`src/rtl/laser_safety_pkg.sv`:
```
package laser_safety_pkg;
  localparam int STAT_W     = 5;
  localparam int STAT_FAULT = 0;
  localparam int STAT_BUSY  = 1;
  localparam int STAT_FGND  = 2;
  localparam int STAT_FSUP  = 3;
  localparam int STAT_FINJ  = 4;

  typedef enum logic [2:0] {
    PH_IDLE,
    PH_GND,
    PH_SUP,
    PH_INJ,
    PH_RCV
  } st_phase_e;
endpackage

```
`src/rtl/laser_sync.sv`:
```
module laser_sync #(
  parameter int W      = 3,
  parameter int STAGES = 2
) (
  input  logic         clk,
  input  logic         rst,
  input  logic [W-1:0] d,
  output logic [W-1:0] q
);
  logic [W-1:0] stg [STAGES];

  always_ff @(posedge clk) begin
    if (rst) stg[0] <= '0;
    else     stg[0] <= d;
  end

  for (genvar i = 1; i < STAGES; i++) begin : g_stage
    always_ff @(posedge clk) begin
      if (rst) stg[i] <= '0;
      else     stg[i] <= stg[i-1];
    end
  end

  assign q = stg[STAGES-1];
endmodule

```
`src/rtl/laser_selftest.sv`:
```
module laser_selftest
  import laser_safety_pkg::*;
#(
  parameter int STEP_CYCLES = 8
) (
  input  logic       clk,
  input  logic       rst,
  input  logic       start,
  input  logic       gnd_s,
  input  logic       sup_s,
  output logic       busy,
  output logic       inject,
  output logic       mask,
  output logic       fail_evt,
  output logic [2:0] step_fail
);
  localparam int CW = (STEP_CYCLES > 1) ? $clog2(STEP_CYCLES) : 1;
  localparam logic [CW-1:0] LAST = CW'(STEP_CYCLES - 1);

  st_phase_e     phase;
  logic [CW-1:0] cnt;

  always_ff @(posedge clk) begin
    if (rst) begin
      phase     <= PH_IDLE;
      cnt       <= '0;
      step_fail <= '0;
      fail_evt  <= 1'b0;
    end else begin
      fail_evt <= 1'b0;
      if (start) begin
        phase     <= PH_GND;
        cnt       <= '0;
        step_fail <= '0;
      end else if (phase != PH_IDLE) begin
        if (cnt != LAST) begin
          cnt <= cnt + 1'b1;
        end else begin
          cnt <= '0;
          case (phase)
            PH_GND: if (gnd_s) begin
                      step_fail[0] <= 1'b1;
                      fail_evt     <= 1'b1;
                      phase        <= PH_IDLE;
                    end else phase <= PH_SUP;
            PH_SUP: if (sup_s) begin
                      step_fail[1] <= 1'b1;
                      fail_evt     <= 1'b1;
                      phase        <= PH_IDLE;
                    end else phase <= PH_INJ;
            PH_INJ: if (!gnd_s) begin
                      step_fail[2] <= 1'b1;
                      fail_evt     <= 1'b1;
                      phase        <= PH_IDLE;
                    end else phase <= PH_RCV;
            default: phase <= PH_IDLE;
          endcase
        end
      end
    end
  end

  assign busy   = (phase != PH_IDLE);
  assign inject = (phase == PH_INJ);
  assign mask   = (phase == PH_INJ) || (phase == PH_RCV);
endmodule

```
`src/rtl/laser_fault_latch.sv`:
```
module laser_fault_latch (
  input  logic clk,
  input  logic rst,
  input  logic bias_s,
  input  logic gnd_s,
  input  logic mask,
  input  logic fail_evt,
  output logic fault
);
  always_ff @(posedge clk) begin
    if (rst) fault <= 1'b0;
    else     fault <= fault | bias_s | (gnd_s & ~mask) | fail_evt;
  end
endmodule

```
`src/rtl/laser_drive_out.sv`:
```
module laser_drive_out (
  input  logic clk,
  input  logic rst,
  input  logic shutter,
  input  logic illum_win,
  input  logic pwrdn,
  input  logic fault,
  input  logic busy,
  output logic drive_en,
  output logic supply_off
);
  logic want;
  assign want = shutter ? illum_win : 1'b1;

  always_ff @(posedge clk) begin
    if (rst) begin
      drive_en   <= 1'b0;
      supply_off <= 1'b0;
    end else begin
      drive_en   <= want & ~fault & ~busy & ~pwrdn;
      supply_off <= fault | pwrdn;
    end
  end
endmodule

```
`src/rtl/laser_safety_ctrl.sv`:
```
module laser_safety_ctrl
  import laser_safety_pkg::*;
#(
  parameter int STEP_CYCLES = 8,
  parameter int SYNC_STAGES = 2
) (
  input  logic              clk,
  input  logic              rst,
  input  logic              mode_wr,
  input  logic              mode_shutter_in,
  input  logic              pwr_cfg_wr,
  input  logic              pwrdn,
  input  logic              illum_win,
  input  logic              flt_bias_gnd,
  input  logic              flt_out_gnd,
  input  logic              flt_out_sup,
  output logic              drive_en,
  output logic              supply_off,
  output logic              test_inject,
  output logic [STAT_W-1:0] status
);
  logic       mode_q;
  logic [2:0] flt_s;
  logic       busy, mask, fail_evt, fault;
  logic [2:0] step_fail;

  always_ff @(posedge clk) begin
    if (rst)          mode_q <= 1'b1;
    else if (mode_wr) mode_q <= mode_shutter_in;
  end

  laser_sync #(.W(3), .STAGES(SYNC_STAGES)) i_sync (
    .clk (clk),
    .rst (rst),
    .d   ({flt_out_sup, flt_out_gnd, flt_bias_gnd}),
    .q   (flt_s)
  );

  laser_selftest #(.STEP_CYCLES(STEP_CYCLES)) i_test (
    .clk       (clk),
    .rst       (rst),
    .start     (pwr_cfg_wr),
    .gnd_s     (flt_s[1]),
    .sup_s     (flt_s[2]),
    .busy      (busy),
    .inject    (test_inject),
    .mask      (mask),
    .fail_evt  (fail_evt),
    .step_fail (step_fail)
  );

  laser_fault_latch i_latch (
    .clk      (clk),
    .rst      (rst),
    .bias_s   (flt_s[0]),
    .gnd_s    (flt_s[1]),
    .mask     (mask),
    .fail_evt (fail_evt),
    .fault    (fault)
  );

  laser_drive_out i_out (
    .clk        (clk),
    .rst        (rst),
    .shutter    (mode_q),
    .illum_win  (illum_win),
    .pwrdn      (pwrdn),
    .fault      (fault),
    .busy       (busy),
    .drive_en   (drive_en),
    .supply_off (supply_off)
  );

  always_comb begin
    status             = '0;
    status[STAT_FAULT] = fault;
    status[STAT_BUSY]  = busy;
    status[STAT_FGND]  = step_fail[0];
    status[STAT_FSUP]  = step_fail[1];
    status[STAT_FINJ]  = step_fail[2];
  end
endmodule

```
`config.mk`:
```
export PLATFORM = sky130hd
export DESIGN_NAME = laser_safety_ctrl
export DESIGN_NICKNAME = d
export VERILOG_FILES = /design/src/rtl/laser_safety_pkg.sv /design/src/rtl/laser_sync.sv /design/src/rtl/laser_selftest.sv /design/src/rtl/laser_fault_latch.sv /design/src/rtl/laser_drive_out.sv /design/src/rtl/laser_safety_ctrl.sv
export SDC_FILE = /design/constraint.sdc
export NUM_CORES = 1
export LEC_CHECK = 0
export ABC_AREA = 1
export BUFFER_PORTS_ARGS = -buffer_cell sky130_fd_sc_hd__buf_2
export CAP_MARGIN = 20
export CORE_MARGIN = 4
export CORE_UTILIZATION = 30
export CTS_CLUSTER_SIZE = 14
export DETAILED_ROUTE_END_ITERATION = 7
export GPL_TIMING_DRIVEN = 0
export PLACE_DENSITY = 0.48
export SLEW_MARGIN = 0
export SYNTH_ARGS = -nofsm -noshare
export SYNTH_HDL_FRONTEND = slang
export SYNTH_HIERARCHICAL = 1
export SYNTH_SLANG_ARGS = --single-unit
```
`constraint.sdc`:
```
create_clock -name clk -period 1.64 [get_ports clk]
set_input_delay 0.082 -clock clk [delete_from_list [all_inputs] [get_ports clk]]
set_output_delay 0.082 -clock clk [all_outputs]
set_load 0.005 [all_outputs]
```
==> results of run 1 <==
cell usage in the layout, fill, tap and decap left out, types with 3 or more instances in the layout:
cell,count
buf_2,17
clkbuf_4,3
nand2_1,16
o21ai_0,4
nor2_1,21
nand3_1,7
dfxtp_1,20
nor2_2,3
inv_1,20
dlygate4sd3_1,7
inv_2,4
final timing paths:
check	end	slack, ns
max	status[1]	0.32
min	mode_q	0.03
max reg2reg	i_test/phase[0]	0.42
min reg2reg	i_sync/stg[1][1]	0.41
flip-flops by register name, summed over array words and instances, names as in the netlist:
name / count
i_test/fail_evt: 1
i_latch/fault: 1
i_test/cnt: 3
i_test/step_fail: 3
mode_q: 1
i_out/drive_en: 1
i_out/supply_off: 1
i_test/phase: 3
i_sync/stg: 6
worst reg2reg max path: cells and delay by family, from the launching register on:
family,cells,cell delay (ns)
simple gates,3,0.18
compound gates,1,0.05
buf+inv,2,0.13
fa+ha+maj,2,0.43
flops,1,0.34
cell type report:
cell class | instances | area [sq um] | area share
repair buffers | 24 | 155 | 0.140
inverters | 24 | 90.1 | 0.0815
plain buffers | 2 | 15.0 | 0.0136
multi-input cells | 67 | 353 | 0.319
flip-flops and latches | 20 | 400 | 0.362
clock buffers | 3 | 22.5 | 0.0204
clock inverters | 1 | 30.0 | 0.0272
well taps | 31 | 38.8 | 0.0351
per-layer routing:
metal / part of all wire / up-vias / track usage
met2: 0.48 / 12 / 0.148
met5: 0 / - / 0
met3: 0.039 / 2 / 0.0252
li1: - / 393 / -
met4: 0.014 / 0 / 0.0455
met1: 0.47 / 317 / 0.122
what timing repair did:
action | CTS | global route
endpoints found under the hold margin | 6 | 0
endpoints found under the setup margin | 0 | 0
hold buffers | 7 | 0
cell families (layout without fill, tap and decap cells):
group / Yosys count / after routing / share of synthesized area
simple gates: 55 / 55 / 0.312
buf+inv: 26 / 54 / 0.122
flops: 20 / 20 / 0.466
compound gates: 10 / 10 / 0.0700
fa+ha+maj: 2 / 2 / 0.0291
synthesized netlist by cell type (all sizes together):
library cell  instances  area share
nor2                 26        0.14
ha                    2       0.029
o21ai                 7       0.050
inv                  24        0.10
nand4                 1      0.0073
a21oi                 2       0.012
nand2                19        0.10
nand3                 8       0.052
dfxtp                20        0.47
o211ai                1      0.0087
buf                   2       0.017
nand3b                1      0.0087
stage by stage:
step	instance area (sq um)	utilization	std cells	power (W)	setup slack [ns]
final	1100	0.404	172	0.00101	0.316
after global routing	1100	0.404	172	0.00107	0.226
after CTS	1100	0.404	172	0.00103	0.299
after detailed placement	982	0.359	161	0.000599	0.425
after global placement	982	0.359	161	0.000597	0.444
after floorplan	858	-	113	0.000569	0.515
power by group through the flow:
stage          clock network [W]  logic [W]  registers, W
2_1_floorplan                  0  0.0000465      0.000522
3_3_place_gp                   0  0.0000737      0.000524
3_5_place_dp                   0  0.0000756      0.000524
4_1_cts                 0.000424  0.0000885      0.000513
5_1_grt                 0.000452  0.0000990      0.000515
6_report                0.000407  0.0000869      0.000513
==> impl_metrics.ini, run 1 <==
[status]
status = finished, final reports clean

[grt]
grt_usage = 0.0952
grt_overflow_total = 0
first_global_vias = 634
grt_max_degree = 13
antenna_found_initial = 0
grt_pass1_wl_um = 2650

[synth]
synth_cell_types = 20
syn_nets = 125
syn_inst = 113
syn_avg_cell_area_sq_um = 7.60
ys_ff_latch = 20
seq_area_frac_synth = 0.466
yosys_warnings = 6
synthesis.area_sq_um = 858

[finish]
n_antenna_cell = 0
synthToLayoutAreaGrowth_pct = 28.7
nNetsFinal = 154
filler_cell_count = 298
drive_gt1_frac = 0.270

[floorplan]
start_util = 0.314
die_h_um = 61.5
io_pins = 18
fp.dieW_um = 61.5
core_sq_mm = 0.00273
die_area_sq_mm = 0.00378
rows = 19

[placed_design]
dpl.hpwl_um = 1200
port_buffers = 17
gp_congestion = 0.750

[setup_path]
critPathBufInv = 2
path_cells = nor2_4 > nand2_4 > buf_4 > buf_2
cp-start-kind = register
critPathTopFamily = flip-flops
startpoint = i_test/phase[0]
cp_max_fo = 8
crit_type = register to output port
worst-path-stages = 4
cp.required_ns = 1.56
crit_arrival_ns = 1.24
cp-end-kind = output port
ff2ff_path_depth = 8
cpMaxStageDelayCell = dfxtp_1
r2r-start = i_test/cnt[0]
max_stage_delay_ns = 0.40

[timing]
holdWs_ns = 0.0340
tns_ns = 0
setup_violations = 0
rsz0062_at_grt = no
fmax_mhz = 755
drv_slew = 0
hold_violations = 0
period_share = 0.807
relSlewSlack = 0.791
fin_crit_ns = 1.32
worst_pin_slew_ns = 0.314
finClkSkew_ns = 0.00241

[pwr]
power_switching_w = 0.000213
pwr-share-comb = 0.086
p_leak_nw = 0.588
pwr-share-seq = 0.509
internal-power_w = 0.000794
irDropWorstVdd_v = 0.000520
p_sw_frac = 0.211
pwr-share-clk = 0.405
p_per_area_mw_per_mm2 = 911

[clock_tree]
path_clk_slew_ns = 0.12
clock-root-buffer = clkbuf_4
cts_buffer_depth = 2
cts_tree = yes
clkSinkCount = 20
cts_made_buffers = 3
post_cts_buffers = 0
insertion_delay_ns = 0.30
cts_resized = 0
cts.htree.levels = 1

[routing]
vias = 724
viasPerCell = 4.21
drtAntennaViolNets = 0
drt_iter0_markers = 3
first_pass_iters = 4
drc = 0
drt-total-wl_um = 1630
wl_per_cell_um = 9.45

[job]
cap_violations = 0

[hold_path]
min_path_type = input pin to register
hold_depth = 4
hp-start = mode_wr
Power figures use the tool's default switching activity.
==> run 2, diff against run 1 <==
- PLACE_DENSITY: 0.48 -> 0.5
- clock period: 1.64 -> 1.2 ns (I/O delays scaled with it)
==> run 2 against run 1 <==
Worst hold slack improved by 0.032 ns. Register-to-register slack got worse by 0.34 ns. Global-route usage rose by 0.077 points. Combinational power rose by 43%. Non-clock buffer count rose by 3. Core utilization rose by 2.2 points. Flip-flop and latch count did not move. Final cell count rose by 1.7%. Count of clock-buffer cells in the layout did not move. Total power rose by 37%. Critical path type unchanged.
==> impl_metrics.ini, run 2 (synthesis gave the netlist of run 1 again) <==
[finish]
mostFrequentLayoutCell = nor2_1
nNetsFinal = 157
most-common-layout-cells = nor2_1 (21), inv_1 (18), nand2_1 (16), dfxtp_1 (16), buf_2 (16)
regMostFlops = i_sync/stg
drive_gt1_frac = 0.347
n_antenna_cell = 0
synthToLayoutAreaGrowth_pct = 35.6
largest_reg_flops = 6

[timing]
fmax_mhz = 890
holdWs_ns = 0.0664
period_share = 0.936
tns_ns = 0
worst_pin_slew_ns = 0.310
drv_slew = 0
layout_setup_ws_ns = 0.0764
relSlewSlack = 0.793
rsz0062_at_grt = yes
finClkSkew_ns = 0.00556
fin_crit_ns = 1.12
hold_violations = 0
setup_violations = 0

[pwr]
p_per_area_mw_per_mm2 = 1180
p_leak_nw = 0.600
power.total_w = 0.00138
irDropWorstVdd_v = 0.000668

[grt]
top_usage_layer = met2
antenna_found_initial = 0
grt_max_degree = 13
grt_util_met2 = 0.161
grt_overflow_total = 0
grt_usage = 0.0960
met3_usage = 0.0252
grt_pass1_wl_um = 2680
met1_usage = 0.113
first_global_vias = 618

[floorplan]
io_pins = 18
rows = 19
fp.dieW_um = 61.5
die_area_sq_mm = 0.00378
start_util = 0.314
die_h_um = 61.5
core_sq_mm = 0.00273

[clock_tree]
cts_tree = yes
clock-root-buffer = clkbuf_4
cts_buffer_depth = 2
clkSinkCount = 20
path_clk_slew_ns = 0.12
insertion_delay_ns = 0.30
cts.htree.levels = 1
cts_made_buffers = 3

[setup_path]
cp.required_ns = 1.14
regToRegEndpoint = i_test/phase[0]
path_cells = inv_2 > nand3_2 > inv_2 > buf_2
r2r-start = i_test/cnt[0]
crit_top_cell = inv_2
critPathTopFamily = flip-flops
critPathBufInv = 3
cpMaxStageDelayCell = dfxtp_2
r2r_slack_ns = 0.08
max_stage_delay_ns = 0.36
ff2ff_path_depth = 8
cp_max_fo = 5
crit_type = register to output port
cp-start-kind = register
cp-end-kind = output port
crit_arrival_ns = 1.06

[placed_design]
place_ws_ns = -0.00941
gp_congestion = 0.751
port_buffers = 17
dpl.hpwl_um = 1160

[routing]
viasPerCell = 4.19
wl_per_cell_um = 9.38
drt_iter0_markers = 16
vias = 733
drc = 0
drtAntennaViolNets = 0
first_pass_iters = 2
drt-total-wl_um = 1640

[hold_path]
hold_depth = 2
hold_path_end = i_sync/stg[0][2]
min_path_type = input pin to register
hp-start = rst

[job]
cap_violations = 0

[status]
status = finished, final reports clean
run 2: cell count changes in the layout (fill, tap and decap cells not counted), moves of 2 or more:
cell,delta
ha_1,-2
buf_4,+3
dfxtp_2,+2
dfxtp_4,+2
inv_1,-2
inv_2,+2
dfxtp_1,-4
run 2: routing by layer:
metal,share of wire,vias up
met5,0,-
met4,0.0067,0
met3,0.030,2
met2,0.49,12
met1,0.48,318
li1,-,401
run 2: per-stage QoR:
step / cell area [sq um] / utilization / instances
after CTS: 1160 / 0.423 / 177
after detailed placement: 982 / 0.359 / 161
after floorplan: 858 / - / 113
final: 1160 / 0.426 / 175
after global placement: 982 / 0.359 / 161
after global routing: 1160 / 0.426 / 175
run 2: final cells by class:
cell class,instances,area (sq um)
Timing Repair Buffer,28,191
Sequential cell,20,410
Tap cell,31,38.8
Multi-Input combinational cell,67,373
Inverter,24,90.1
Fill cell,268,1570
Buffer,1,7.51
Clock buffer,3,22.5
Clock inverter,1,30.0
run 2: what timing repair did:
item,in CTS,in global routing
buffers inserted,4,0
hold endpoints to repair,6,0
setup endpoints to repair,3,5
hold buffers,8,0
gates resized for setup,6,7
pin swaps,2,2
run 2: report_power, final:
| group | total [W] | switching (W) | internal, W |
|---|---|---|---|
| Combinational | 0.000124 | 0.0000585 | 0.0000657 |
| Clock | 0.000555 | 0.000218 | 0.000337 |
| Sequential | 0.000699 | 0.0000148 | 0.000684 |
run 2: worst reg2reg max path, delay by kind of cell, from the launching register on:
kind / cells / cell delay [ns]
buffers and inverters: 2 / 0.09
flip-flops: 1 / 0.34
AND/OR/NAND/NOR: 3 / 0.16
AO/OA/AOI/OAI: 1 / 0.05
adder cells (fa/ha/maj): 2 / 0.36
run 2: how the worst max path moves through the flow:
stage / cells after the start / to / slack [ns] / start
final: 4 / test_inject / 0.08 / i_test/phase[2]
after global routing: 8 / i_test/phase[0] / -0.007 / i_test/cnt[1]
after CTS: 4 / test_inject / 0.007 / i_test/phase[2]
after detailed placement: 8 / i_test/phase[0] / -0.009 / i_test/cnt[0]
after global placement: 8 / i_test/phase[0] / 0.01 / i_test/cnt[0]
after floorplan: 8 / i_test/phase[0] / 0.08 / i_test/cnt[0]
